**src/rtl/cic2_pkg.sv**
```systemverilog
package cic2_pkg;
  localparam int DEF_RATIO_LOG2 = 8;
  localparam int DEF_ORDER      = 2;

  // Number of input cycles per output sample.
  function automatic int unsigned decim_ratio(input int unsigned ratio_log2);
    return 32'd1 << ratio_log2;
  endfunction

  // Datapath width needed for lossless modulo growth.
  function automatic int unsigned path_width(input int unsigned order,
                                             input int unsigned ratio_log2);
    return order * ratio_log2;
  endfunction
endpackage

```
**src/rtl/cic2_rate_gen.sv**
```systemverilog
module cic2_rate_gen #(
  parameter int RATIO_LOG2 = cic2_pkg::DEF_RATIO_LOG2
) (
  input  logic clk,
  input  logic rst_n,
  output logic tick
);
  logic [RATIO_LOG2-1:0] phase_q;

  always_ff @(posedge clk or negedge rst_n) begin
    if (!rst_n) phase_q <= '0;
    else        phase_q <= phase_q + 1'b1;
  end

  // High during the last input cycle of each decimation frame.
  assign tick = &phase_q;
endmodule

```
**src/rtl/cic2_integ.sv**
```systemverilog
module cic2_integ #(
  parameter int ORDER = cic2_pkg::DEF_ORDER,
  parameter int W     = 16
) (
  input  logic                      clk,
  input  logic                      rst_n,
  input  logic                      bit_in,
  output logic [ORDER-1:0][W-1:0]   acc_q
);
  function automatic logic [W-1:0] wrap_add(input logic [W-1:0] a,
                                            input logic [W-1:0] b);
    return a + b;
  endfunction

  function automatic logic [W-1:0] bit_weight(input logic b);
    return {{(W-1){1'b0}}, b};
  endfunction

  for (genvar g = 0; g < ORDER; g++) begin : g_stage
    logic [W-1:0] addend;
    logic [W-1:0] sum_q;

    if (g == 0) begin : g_head
      assign addend = bit_weight(bit_in);
    end else begin : g_link
      assign addend = acc_q[g-1];
    end

    always_ff @(posedge clk or negedge rst_n) begin
      if (!rst_n) sum_q <= '0;
      else        sum_q <= wrap_add(sum_q, addend);
    end

    assign acc_q[g] = sum_q;
  end
endmodule

```
**src/rtl/cic2_comb.sv**
```systemverilog
module cic2_comb #(
  parameter int ORDER = cic2_pkg::DEF_ORDER,
  parameter int W     = 16
) (
  input  logic         clk,
  input  logic         rst_n,
  input  logic         en,
  input  logic [W-1:0] din,
  output logic [W-1:0] dout,
  output logic         dout_valid
);
  function automatic logic [W-1:0] wrap_sub(input logic [W-1:0] a,
                                            input logic [W-1:0] b);
    return a - b;
  endfunction

  logic [ORDER:0][W-1:0] chain;
  assign chain[0] = din;

  // Differentiators chained combinationally; delays load on the falling edge.
  for (genvar g = 0; g < ORDER; g++) begin : g_diff
    logic [W-1:0] delay_q;

    always_ff @(negedge clk or negedge rst_n) begin
      if (!rst_n)  delay_q <= '0;
      else if (en) delay_q <= chain[g];
    end

    assign chain[g+1] = wrap_sub(chain[g], delay_q);
  end

  always_ff @(negedge clk or negedge rst_n) begin
    if (!rst_n) begin
      dout       <= '0;
      dout_valid <= 1'b0;
    end else begin
      dout_valid <= en;
      if (en) dout <= chain[ORDER];
    end
  end
endmodule

```
**src/rtl/cic2_decimator.sv**
```systemverilog
module cic2_decimator #(
  parameter  int RATIO_LOG2 = cic2_pkg::DEF_RATIO_LOG2,
  parameter  int ORDER      = cic2_pkg::DEF_ORDER,
  localparam int W          = ORDER * RATIO_LOG2
) (
  input  logic         clk,
  input  logic         rst_n,
  input  logic         mod_bit,
  output logic [W-1:0] pcm_out,
  output logic         pcm_valid
);
  logic                    dec_tick;
  logic [ORDER-1:0][W-1:0] integ_q;
  logic [W-1:0]            integ_head;
  logic [W-1:0]            integ_tail;

  assign integ_head = integ_q[0];
  assign integ_tail = integ_q[ORDER-1];

  cic2_rate_gen #(.RATIO_LOG2(RATIO_LOG2)) u_rate (
    .clk   (clk),
    .rst_n (rst_n),
    .tick  (dec_tick)
  );

  cic2_integ #(.ORDER(ORDER), .W(W)) u_integ (
    .clk    (clk),
    .rst_n  (rst_n),
    .bit_in (mod_bit),
    .acc_q  (integ_q)
  );

  cic2_comb #(.ORDER(ORDER), .W(W)) u_comb (
    .clk        (clk),
    .rst_n      (rst_n),
    .en         (dec_tick),
    .din        (integ_tail),
    .dout       (pcm_out),
    .dout_valid (pcm_valid)
  );
endmodule

```
**config.mk**
```make
export PLATFORM = sky130hd
export DESIGN_NAME = cic2_decimator
export DESIGN_NICKNAME = d
export VERILOG_FILES = /design/src/rtl/cic2_pkg.sv /design/src/rtl/cic2_rate_gen.sv /design/src/rtl/cic2_integ.sv /design/src/rtl/cic2_comb.sv /design/src/rtl/cic2_decimator.sv
export SDC_FILE = /design/constraint.sdc
export NUM_CORES = 1
export LEC_CHECK = 0
export ABC_AREA = 1
export BUFFER_PORTS_ARGS = -buffer_cell sky130_fd_sc_hd__buf_2
export CORE_MARGIN = 2
export CORE_UTILIZATION = 40
export DETAILED_ROUTE_END_ITERATION = 12
export SLEW_MARGIN = 10
export SYNTH_ARGS = -nofsm -noshare
export SYNTH_HDL_FRONTEND = slang
export SYNTH_HIERARCHICAL = 1
export SYNTH_SLANG_ARGS = --single-unit
```
**constraint.sdc**
```tcl
create_clock -name clk -period 3.5 [get_ports clk]
set_input_delay 0.175 -clock clk [delete_from_list [all_inputs] [get_ports clk]]
set_output_delay 0.175 -clock clk [all_outputs]
set_load 0.01 [all_outputs]
```
==> results by group, run 1 <==
Status
  – Status: complete, but fails checks
  – Failing checks: setup timing

Pwr
  – VDD IR max: 471 uV
  – Total Power: 0.00761 W
  – Combinational share of power: 0.706
  – Psw: 0.00324 W
  – Static leakage: 3.94 nW
  – P_int: 0.00437 W
  – Clock power share: 0.124
  – Switching share of total power: 0.426
  – Power per cell area: 955 mW/mm2
  – Sequential share of power: 0.170

Finish
  – Share of layout cells above drive strength 1: 0.311
  – Area grow syn2layout: 36.6%
  – Fill cells: 1264
  – Most common cell after layout, fill and taps aside: nand2_1
  – # diodes: 0
  – Most frequent cells in the layout: nand2_1 (214), inv_1 (104), buf_4 (100), dfrtn_1 (49), dfrtp_1 (39)
  – Final nets: 931
  – Final instance area: 0.00797 mm2
  – Fin util: 0.555

Synthesis
  – Syn nets: 801
  – Syn avg cell area: 7.81 um2
  – Unique cell type count in the Yosys netlist: 42
  – Post-Synthesis Cells: 747
  – Sequential share of the synthesized area: 0.382
  – Synth warn: 6
  – Post-synthesis cell area: 0.00583 mm2
  – Yosys reg bits: 89

Placed design
  – # port buffers: 19
  – HPWL Detailed: 9.86 mm
  – Post-placement cell area: 0.00695 mm2
  – Gpl congestion: 0.874

Worst setup path
  – Critical R2R Launch: u_integ/g_stage[1].sum_q[0]$_DFF_PN0_
  – CP Capture Point: u_comb/dout[15]$_DFFE_NN0P_
  – Critical-path top delay cell: fa_2
  – Startpoint types: register
  – Worst reg2reg path endpoint: u_comb/dout[15]$_DFFE_NN0P_
  – Critical Path RT: 1.96 ns
  – Maximum fanout along the worst path: 4
  – Worst setup path category: reg2reg
  – Critical path's largest stage delay: 0.40 ns
  – R2R setup slack: -1.20 ns
  – Worst Setup SP: u_integ/g_stage[1].sum_q[0]$_DFF_PN0_
  – Worst R2R Path Depth: 19
  – Crit end category: register
  – CP cell instances: inv_2 -> ha_4 -> inv_4 -> fa_2 -> nand3_2 -> and2_4 -> buf_4 -> buf_6 -> xnor2_4 -> ha_4 -> a21o_1 -> a21oi_2 -> nand2_2 -> nand2_2 -> nand4_1 -> inv_1 -> nand2_1 -> nand3_1 -> nand2_1
  – Crit path DAT: 3.16 ns

GRT
  – Global Route Usage Sum: 0.180
  – Initial antenna violation count: 0
  – First-pass GRT wire length: 22.8 mm
  – Largest net degree at the start of global routing: 63
  – GR Overflow Total: 0
  – Vias in the first global route: 5085

Clocking
  – Clock transition at path regs: 0.07 ns
  – CTS Buf Count: 9
  – Clk_lat worst skew: 0.35 ns
  – Root cell of the clock tree: clkbuf_16
  – Clk sinks: 89
  – CTS tree: yes
  – Max clock buf depth: 2
  – CTS H-tree depth: 3

Timing
  – Final Max Tran Viols: 0
  – Setup_tns: -16.22 ns
  – RSZ-0062 raised after global routing: true
  – Setup WS post-layout: -1.20 ns
  – Final Skew: 0.00446 ns
  – Worst slew pin tran: 0.781 ns
  – Hold_ws: 0.0473 ns
  – Final setup viols: 23
  – Hold Vio Cnt, Final: 0
  – Slew margin rel.: 0.479

Floorplanning
  – Placement row count: 44
  – Core ar.: 0.0144 mm2
  – Die width: 125 um
  – Height of the die: 125 um
  – Boundary Pins: 20
  – Initial Util: 0.406
  – Die area: 0.0156 mm2

Detailed routing
  – Vias per cell: 4.74
  – DR pass1 iterations: 4
  – Final WL: 13.6 mm
  – DRC errors left: 0
  – Initial DRC count: 197
  – Wire per inst: 12.8 um
  – Post-DRT Antenna Nets: 0
  – Vias: 5048

Min path
  – Hold Path Stages: 2
  – Worst Hold Class: in2reg

Run
  – Max-Cap Viols: 0
-- per-stage QoR --
step	instances	worst slack (ns)
6_report	1066	-1.20
5_1_grt	1066	-1.34
4_1_cts	1056	-1.13
3_5_place_dp	1027	-1.12
3_3_place_gp	1027	-1.09
2_1_floorplan	747	-0.944
-- layer usage --
layer,vias to the layer above,wire length (um),track usage
li1,2629,-,-
met2,59,6860,0.313
met4,0,299,0.0615
met1,2335,6110,0.217
met5,-,0,0
met3,25,341,0.0430
-- power groups by stage --
stage	registers (W)	clock network (W)	logic, W
finish	0.00130	0.000943	0.00537
global route	0.00132	0.00102	0.00592
CTS	0.00130	0.000980	0.00463
detailed placement	0.00131	0	0.00401
global placement	0.00130	0	0.00396
floorplan	0.00129	0	0.00256
-- repair_timing --
item,4_1_cts,5_1_grt
buffers inserted,13,10
pin swaps,33,42
hold endpoints to repair,10,0
setup endpoints to repair,23,30
gates resized for setup,51,54
hold buffers,1,0
-- synthesized netlist by cell type, drive strengths merged --
cell type  count  area share
buf            2      0.0015
nor2          34       0.025
o211ai         1      0.0013
a31oi          3      0.0032
and3           3      0.0032
nand3         44       0.040
ha            48        0.10
nor3          11       0.010
clkbuf         8      0.0051
a21oi         32       0.036
a31o           1      0.0015
nand4          7       0.013
nand3b         3      0.0039
inv          111       0.071
or2            3      0.0032
xnor2         14       0.021
dfrtn         49        0.21
dfrtp         40        0.17
nand2        241        0.16
o21ai         45       0.039
o21bai         6      0.0077
fa             3       0.010
xor2          29       0.047
a21o           5      0.0064
and2           4      0.0047
-- cells by family after synthesis --
group	after synthesis	synth area share
AND/OR/NAND/NOR	350	0.263
XOR/XNOR	43	0.0684
adder cells (fa/ha/maj)	51	0.113
flip-flops	89	0.382
AO/OA/AOI/OAI	93	0.0952
buffers and inverters	121	0.0781
-- how the worst min path moves through the flow --
| stage | start | to | slack [ns] |
|---|---|---|---|
| after CTS | mod_bit | u_integ/g_stage[0].sum_q[0]$_DFF_PN0_ | 0.04 |
| after global routing | mod_bit | u_integ/g_stage[0].sum_q[0]$_DFF_PN0_ | 0.04 |
| final | mod_bit | u_integ/g_stage[0].sum_q[0]$_DFF_PN0_ | 0.05 |
| after floorplan | rst_n | u_integ/g_stage[0].sum_q[0]$_DFF_PN0_ | -0.12 |
| after global placement | rst_n | u_integ/g_stage[1].sum_q[0]$_DFF_PN0_ | 0.31 |
| after detailed placement | rst_n | u_integ/g_stage[1].sum_q[0]$_DFF_PN0_ | 0.32 |
-- sequential cells by signal, indices dropped and copies added, names as in the netlist --
| register | flops |
|---|---|
| u_comb/dout | 16 |
| u_rate/phase_q | 8 |
| u_comb/g_diff.delay_q | 32 |
| u_integ/g_stage.sum_q | 32 |
| u_comb/dout_valid | 1 |
-- area by class of cell --
cell class	instances	area, um2	area share
Multi-Input combinational cell	537	3810	0.478
Sequential cell	89	2230	0.280
Timing Repair Buffer	129	990	0.124
Inverter	111	419	0.0526
Clock buffer	10	239	0.0300
Tap cell	184	230	0.0289
Clock inverter	6	51.3	0.00644
-- critical path: cells and delay by family (launching register included) --
family	cells	cell delay, ns
flops	1	0.38
compound gates	2	0.39
fa+ha+maj	3	0.78
buf+inv	5	0.41
xor+xnor	1	0.12
simple gates	8	0.72
Power figures use the tool's default switching activity.
==> run 2, diff against run 1 <==
- SYNTH_HIERARCHICAL: 1 -> unset
==> run 2 against run 1 <==
  * The flow still finishes with violations (setup timing)
  * Synthesized area decreased by 7.2%
  * Clock power grew 13%
  * Final cell count decreased by 8.9%
  * Global-route usage about the same
  * Utilization increased by 3.7 points
  * Largest cell class unchanged
==> results by group, run 2 <==
Clocking
  – Root cell of the clock tree: clkbuf_16 (unchanged)
  – Clk sinks: 89 (unchanged)
  – CTS tree: yes (unchanged)
  – Clock transition at path regs: 0.07 ns (about the same)
  – Max clock buf depth: 2 (unchanged)
  – Clk_lat worst skew: 0.35 ns (about the same)
  – CTS Buf Count: 9 (unchanged)
  – CTS H-tree depth: 3 (unchanged)

GRT
  – Global Route Usage Sum: 0.180 (about the same)
  – Vias in the first global route: 4689 (was 5085)
  – GR Overflow Total: 0 (unchanged)
  – Largest net degree at the start of global routing: 59 (was 63)
  – Initial antenna violation count: 0 (unchanged)
  – First-pass GRT wire length: 21.0 mm (was 22.8 mm)

Worst setup path
  – R2R setup slack: -1.10 ns (was -1.20 ns)
  – CP Capture Point: u_comb.dout[15]$_DFFE_NN0P_ (was u_comb/dout[15]$_DFFE_NN0P_)
  – Worst R2R Path Depth: 17 (was 19)
  – Crit path DAT: 3.06 ns (was 3.16 ns)
  – Critical R2R Launch: u_integ.g_stage[1].sum_q[7]$_DFF_PN0_ (was u_integ/g_stage[1].sum_q[0]$_DFF_PN0_)
  – Worst setup path category: reg2reg (unchanged)
  – Worst reg2reg path endpoint: u_comb.dout[15]$_DFFE_NN0P_ (was u_comb/dout[15]$_DFFE_NN0P_)
  – Startpoint types: register (unchanged)
  – Crit end category: register (unchanged)
  – Maximum fanout along the worst path: 4 (unchanged)
  – Worst Setup SP: u_integ.g_stage[1].sum_q[7]$_DFF_PN0_ (was u_integ/g_stage[1].sum_q[0]$_DFF_PN0_)
  – Critical Path RT: 1.95 ns (was 1.96 ns)

Timing
  – Final Max Tran Viols: 0 (unchanged)
  – Slew margin rel.: 0.511 (was 0.479)
  – Final setup viols: 21 (was 23)
  – RSZ-0062 raised after global routing: true (unchanged)
  – Hold Vio Cnt, Final: 0 (unchanged)
  – Final Skew: 0.00744 ns (was 0.00446 ns)
  – Worst slew pin tran: 0.734 ns (was 0.781 ns)
  – Hold_ws: 0.0499 ns (was 0.0473 ns)
  – Setup WS post-layout: -1.10 ns (was -1.20 ns)

Placed design
  – Placed cells: 924 (was 1027)
  – Gpl congestion: 0.826 (was 0.874)
  – HPWL Detailed: 8.63 mm (was 9.86 mm)
  – # port buffers: 19 (unchanged)

Finish
  – Most common cell after layout, fill and taps aside: nand2_1 (unchanged)
  – Fill cells: 1109 (was 1264)
  – Most frequent cells in the layout: nand2_1 (130), buf_4 (95), inv_1 (84), dfrtn_1 (49), dfrtp_1 (40) (was nand2_1 (214), inv_1 (104), buf_4 (100), dfrtn_1 (49), dfrtp_1 (39))
  – Non-Filler Instances: 971 (was 1066)
  – Share of layout cells above drive strength 1: 0.361 (was 0.311)
  – Top Registers: u_comb.g_diff.delay_q (32), u_integ.g_stage.sum_q (32), u_comb.dout (16) (was u_comb/g_diff.delay_q (32), u_integ/g_stage.sum_q (32), u_comb/dout (16))
  – Final nets: 844 (was 931)
  – Fin util: 0.591 (was 0.555)
  – # diodes: 0 (unchanged)
  – Area grow syn2layout: 44.6% (was 36.6%)

Detailed routing
  – Final WL: 13.6 mm (about the same)
  – Initial DRC count: 262 (was 197)
  – DRC errors left: 0 (unchanged)
  – Vias: 4733 (was 5048)
  – DR pass1 iterations: 5 (was 4)
  – Wire per inst: 14.0 um (was 12.8 um)
  – Vias per cell: 4.87 (was 4.74)
  – Post-DRT Antenna Nets: 0 (unchanged)

Synthesis
  – Yosys reg bits: 89 (unchanged)
  – Top-count cell post-synth: nand2_1 (unchanged)
  – Area leader, netlist: dfrtn_1 (unchanged)
  – Post-synth EDFFs: 0 (unchanged)
  – Ys async rst share: 1.00 (unchanged)
  – Synth warn: 0 (was 6)
  – Top cells by area, synth: dfrtn_1 (23%), dfrtp_1 (18%), ha_1 (11%) (was dfrtn_1 (21%), dfrtp_1 (17%), nand2_1 (15%))
  – Sequential share of the synthesized area: 0.411 (was 0.382)
  – Post-synth top cells: nand2_1 (156), inv_1 (97), dfrtn_1 (49) (was nand2_1 (231), inv_1 (108), dfrtn_1 (49))
  – Share of the synthesized area in the top cell type: 0.226 (was 0.210)
  – Syn nets: 711 (was 801)
  – Unique cell type count in the Yosys netlist: 32 (was 42)
  – Synth Flop Type: dfrtn_1 (unchanged)
  – Post-synthesis cell area: 0.00542 mm2 (was 0.00583 mm2)
  – Syn avg cell area: 8.24 um2 (was 7.81 um2)
  – Post-Synthesis Cells: 657 (was 747)

Floorplanning
  – Die width: 120 um (was 125 um)
  – Initial Util: 0.409 (was 0.406)
  – Height of the die: 120 um (was 125 um)
  – Placement row count: 42 (was 44)
  – Core ar.: 0.0132 mm2 (was 0.0144 mm2)
  – Boundary Pins: 20 (unchanged)
  – Die area: 0.0145 mm2 (was 0.0156 mm2)

Status
  – Failing checks: setup timing (unchanged)
  – Status: complete, but fails checks (unchanged)

Pwr
  – Static leakage: 3.75 nW (was 3.94 nW)
  – Power per cell area: 1110 mW/mm2 (was 955 mW/mm2)
  – VDD IR max: 417 uV (was 471 uV)

Run
  – Max-Cap Viols: 0 (unchanged)

Min path
  – Worst Hold Class: in2reg (unchanged)
==> run 2: cell families (layout without fill, tap and decap cells) <==
group,Yosys count,count (layout),share of synthesized area
and+or+nand+nor,244,244,0.193
buffers and inverters,107,245,0.0758
adders and majority gates,51,51,0.122
DFF,89,89,0.411
xor gates and xnor gates,53,53,0.0857
AOI/OAI and AO/OA,113,113,0.112
==> run 2: where the power goes <==
group          switching (W)  internal (W)
clock               0.000407      0.000662
sequential          0.000152       0.00120
combinational        0.00318       0.00309
total                0.00374       0.00495
==> run 2: what timing repair did <==
item,4_1_cts,5_1_grt
pin swaps,44,42
gates resized for setup,68,88
setup endpoints to repair,23,48
cloned,0,5
endpoints found under the hold margin,7,0
hold buffers,1,0
buffers inserted,12,15
==> run 2: per-stage QoR <==
| step | setup WS (ns) | area (um2) | total power [W] | setup TNS [ns] |
|---|---|---|---|---|
| after global routing | -1.25 | 7830 | 0.00934 | -15.72 |
| after floorplan | -0.858 | 5620 | 0.00435 | -8.10 |
| after CTS | -1.02 | 7260 | 0.00801 | -11.72 |
| final | -1.10 | 7830 | 0.00869 | -12.21 |
| after global placement | -1.04 | 6500 | 0.00596 | -12.11 |
| after detailed placement | -1.12 | 6500 | 0.00611 | -13.62 |
==> run 2: cell type report <==
type / count / area (um2) / share of cell area
multi-input combinational: 461 / 3630 / 0.463
clock inverter: 5 / 77.6 / 0.00990
sequential: 89 / 2230 / 0.284
inverter: 98 / 402 / 0.0513
clock buffer: 11 / 253 / 0.0323
timing repair buffer: 128 / 993 / 0.127
tap: 176 / 220 / 0.0281
timing repair inverter: 3 / 31.3 / 0.00399
==> run 2: worst min path at each step <==
stage	from	to	slack, ns	cells after the start
2_1_floorplan	rst_n	u_integ.g_stage[0].sum_q[0]$_DFF_PN0_	-0.12	0
3_3_place_gp	rst_n	u_integ.g_stage[1].sum_q[0]$_DFF_PN0_	0.29	1
4_1_cts	mod_bit	u_integ.g_stage[0].sum_q[0]$_DFF_PN0_	0.04	2
3_5_place_dp	rst_n	u_integ.g_stage[1].sum_q[0]$_DFF_PN0_	0.30	1
6_report	mod_bit	u_integ.g_stage[0].sum_q[0]$_DFF_PN0_	0.05	2
5_1_grt	mod_bit	u_integ.g_stage[0].sum_q[0]$_DFF_PN0_	0.07	2
==> run 2: worst max-delay path, cell delays in order, from the launching register on <==
cell      delay [ns]
dfrtp_1         0.42
ha_4            0.26
a21oi_4         0.16
nor2_1          0.08
nor2_2          0.13
nor2_1          0.07
nor3_2          0.20
nand3b_1        0.15
and2_4          0.20
ha_4            0.27
inv_2           0.04
nor3_2          0.20
and3_1          0.18
nand2_1         0.05
nand4_1         0.10
nand3_1         0.08
nand3_1         0.07
nand2_1         0.05
==> run 2: layer usage <==
metal  track usage  share of wire  wire [um]
met3        0.0259          0.031        427
met4        0.0799          0.023        320
met1         0.219           0.44       5980
met2         0.315           0.51       6910
met5             0              0          0
==> run 3, diff against run 2 <==
- CORE_UTILIZATION: 40 -> 60
- PLACE_DENSITY: unset -> 0.78
==> run 3 against run 2 <==
  * The run still ends with setup timing left
  * Wire length grew 54%
  * Register-to-register slack lost 0.43 ns
  * Flip-flop and latch count unchanged
  * Worst setup slack lost 0.43 ns
  * Worst hold slack worse by 0.017 ns
  * Critical endpoint is now u_comb.dout[11]$_DFFE_NN0P_
  * Largest cell class unchanged
==> results by group, run 3 (same netlist as run 2, synthesis figures left out) <==
Status
  – Failing checks: setup timing (unchanged)
  – Status: complete, but fails checks (unchanged)

Clocking
  – Clk_lat worst skew: 0.38 ns (was 0.35 ns)
  – CTS H-tree depth: 3 (unchanged)
  – CTS tree: yes (unchanged)
  – CTS Buf Count: 9 (unchanged)
  – Root cell of the clock tree: clkbuf_8 (was clkbuf_16)
  – Max clock buf depth: 2 (unchanged)
  – Clock transition at path regs: 0.09 ns (was 0.07 ns)
  – Clk sinks: 89 (unchanged)

GRT
  – Vias in the first global route: 5263 (was 4689)
  – Global Route Usage Sum: 0.297 (was 0.180)
  – Largest net degree at the start of global routing: 62 (was 59)
  – First-pass GRT wire length: 23.7 mm (was 21.0 mm)
  – GR Overflow Total: 0 (unchanged)
  – Initial antenna violation count: 0 (unchanged)

Detailed routing
  – DRC errors left: 0 (unchanged)
  – Initial DRC count: 731 (was 262)
  – Vias: 5866 (was 4733)
  – Wire per inst: 22.9 um (was 14.0 um)
  – DR pass1 iterations: 6 (was 5)
  – Final WL: 21.0 mm (was 13.6 mm)
  – Vias per cell: 6.41 (was 4.87)
  – Post-DRT Antenna Nets: 0 (unchanged)

Finish
  – Most common cell after layout, fill and taps aside: nand2_1 (unchanged)
  – Fill cells: 284 (was 1109)
  – Most frequent cells in the layout: nand2_1 (125), buf_4 (99), inv_1 (84), dfrtn_1 (49), dfrtp_1 (40) (was nand2_1 (130), buf_4 (95), inv_1 (84), dfrtn_1 (49), dfrtp_1 (40))
  – Top Registers: u_comb.g_diff.delay_q (32), u_integ.g_stage.sum_q (32), u_comb.dout (16) (unchanged)
  – Share of layout cells above drive strength 1: 0.374 (was 0.361)
  – Area grow syn2layout: 43.8% (was 44.6%)
  – # diodes: 0 (unchanged)
  – Final nets: 856 (was 844)

Worst setup path
  – Crit path DAT: 3.50 ns (was 3.06 ns)
  – Critical Path RT: 1.96 ns (was 1.95 ns)
  – Crit end category: register (unchanged)
  – Startpoint types: register (unchanged)
  – Worst setup path category: reg2reg (unchanged)
  – Maximum fanout along the worst path: 4 (unchanged)

Timing
  – Hold Vio Cnt, Final: 0 (unchanged)
  – RSZ-0062 raised after global routing: true (unchanged)
  – Final Max Tran Viols: 0 (unchanged)
  – Slew margin rel.: 0.474 (was 0.511)
  – Worst slew pin tran: 0.789 ns (was 0.734 ns)
  – Setup_tns: -18.78 ns (was -12.21 ns)
  – Final setup viols: 40 (was 21)
  – Final Skew: 0.0345 ns (was 0.00744 ns)
  – Setup WS post-layout: -1.54 ns (was -1.10 ns)

Floorplanning
  – Initial Util: 0.621 (was 0.409)
  – Placement row count: 34 (was 42)
  – Core ar.: 0.00872 mm2 (was 0.0132 mm2)
  – Die width: 99 um (was 120 um)
  – Die area: 0.00980 mm2 (was 0.0145 mm2)
  – Boundary Pins: 20 (unchanged)
  – Height of the die: 99 um (was 120 um)

Run
  – Max-Cap Viols: 0 (unchanged)

Min path
  – Worst Hold Class: in2reg (unchanged)

Placed design
  – Gpl congestion: 0.873 (was 0.826)
  – # port buffers: 19 (unchanged)
  – HPWL Detailed: 8.59 mm (was 8.63 mm)
run 3: cell types whose count changed in the layout (fill, tap and decap cells not counted), moves of 3 or more:
cell	previous run	this run
clkbuf_8	2	11
clkbuf_16	10	3
nand2_1	130	125
o21ai_2	7	12
buf_4	95	99
buf_6	12	16
o21ai_0	30	26
inv_2	10	13
inv_4	3	0
nand2_4	6	9
run 3: worst paths after layout:
check | from | endpoint | slack, ns | cells past startpoint
min in group asynchronous | rst_n | u_rate.phase_q[6]$_DFF_PN0_ | 0.47 | 2
worst min register to register | u_comb.dout[1]$_DFFE_NN0P_ | u_comb.dout[1]$_DFFE_NN0P_ | 0.43 | 2
worst min-delay path | mod_bit | u_integ.g_stage[0].sum_q[0]$_DFF_PN0_ | 0.03 | 2
worst max register to register | u_integ.g_stage[1].sum_q[2]$_DFF_PN0_ | u_comb.dout[11]$_DFFE_NN0P_ | -1.54 | 17
worst max-delay path | u_integ.g_stage[1].sum_q[2]$_DFF_PN0_ | u_comb.dout[11]$_DFFE_NN0P_ | -1.54 | 17
max in group asynchronous | rst_n | u_comb.g_diff[0].delay_q[11]$_DFFE_NN0P_ | 0.83 | 2
run 3: worst max-delay path: stages, from the launching register on:
cell and delay [ns]:
dfrtp_1 0.44, ha_4 0.32, nand2_1 0.13, nor2_2 0.21, a21o_1 0.22, buf_4 0.16, xor2_4 0.21, ha_4 0.24
a21o_1 0.24, nand2_2 0.12, nand2_1 0.10, o21bai_4 0.20, nand2_1 0.11, nand2_1 0.09, nor2_1 0.14, nor2_1 0.06
nand2_1 0.09, nand2_1 0.06
run 3: final cells by class:
type	count	area, um2	share of cell area
well taps	108	135	0.0174
clock inverters	5	53.8	0.00691
repair inverters	3	28.8	0.00370
flip-flops and latches	89	2230	0.286
inverters	98	394	0.0506
multi-input cells	461	3640	0.467
clock buffers	11	151	0.0194
repair buffers	140	1160	0.149
run 3: timing repair:
| item | in CTS | in global routing |
|---|---|---|
| setup buffers | 11 | 24 |
| endpoints found under the setup margin | 29 | 48 |
| resized for setup | 67 | 104 |
| hold endpoints to repair | 11 | 0 |
| pin swaps | 39 | 29 |
| hold buffers | 1 | 0 |
| cloned | 0 | 8 |
run 3: layer usage:
layer,GRT usage,vias to the layer above,wire length [um]
met5,0,-,0
met4,0.155,0,1870
met3,0.0532,184,2220
li1,-,2408,-
met1,0.346,2755,7050
met2,0.520,519,9840
run 3: stage by stage:
step	setup WS (ns)	instance area, um2	hold slack, ns	std cells	util
6_report	-1.54	7790	0.0328	915	0.893
3_3_place_gp	-1.02	6420	0.289	857	0.736
3_5_place_dp	-1.16	6420	0.299	857	0.736
4_1_cts	-1.08	7030	0.0311	884	0.806
5_1_grt	-1.58	7790	0.0276	915	0.893
2_1_floorplan	-0.858	5620	-0.121	657	-
Power of run 3 is left out: the tool's default activity adds up to more than one toggle a clock period on the data nets, which glitch-free logic cannot reach.
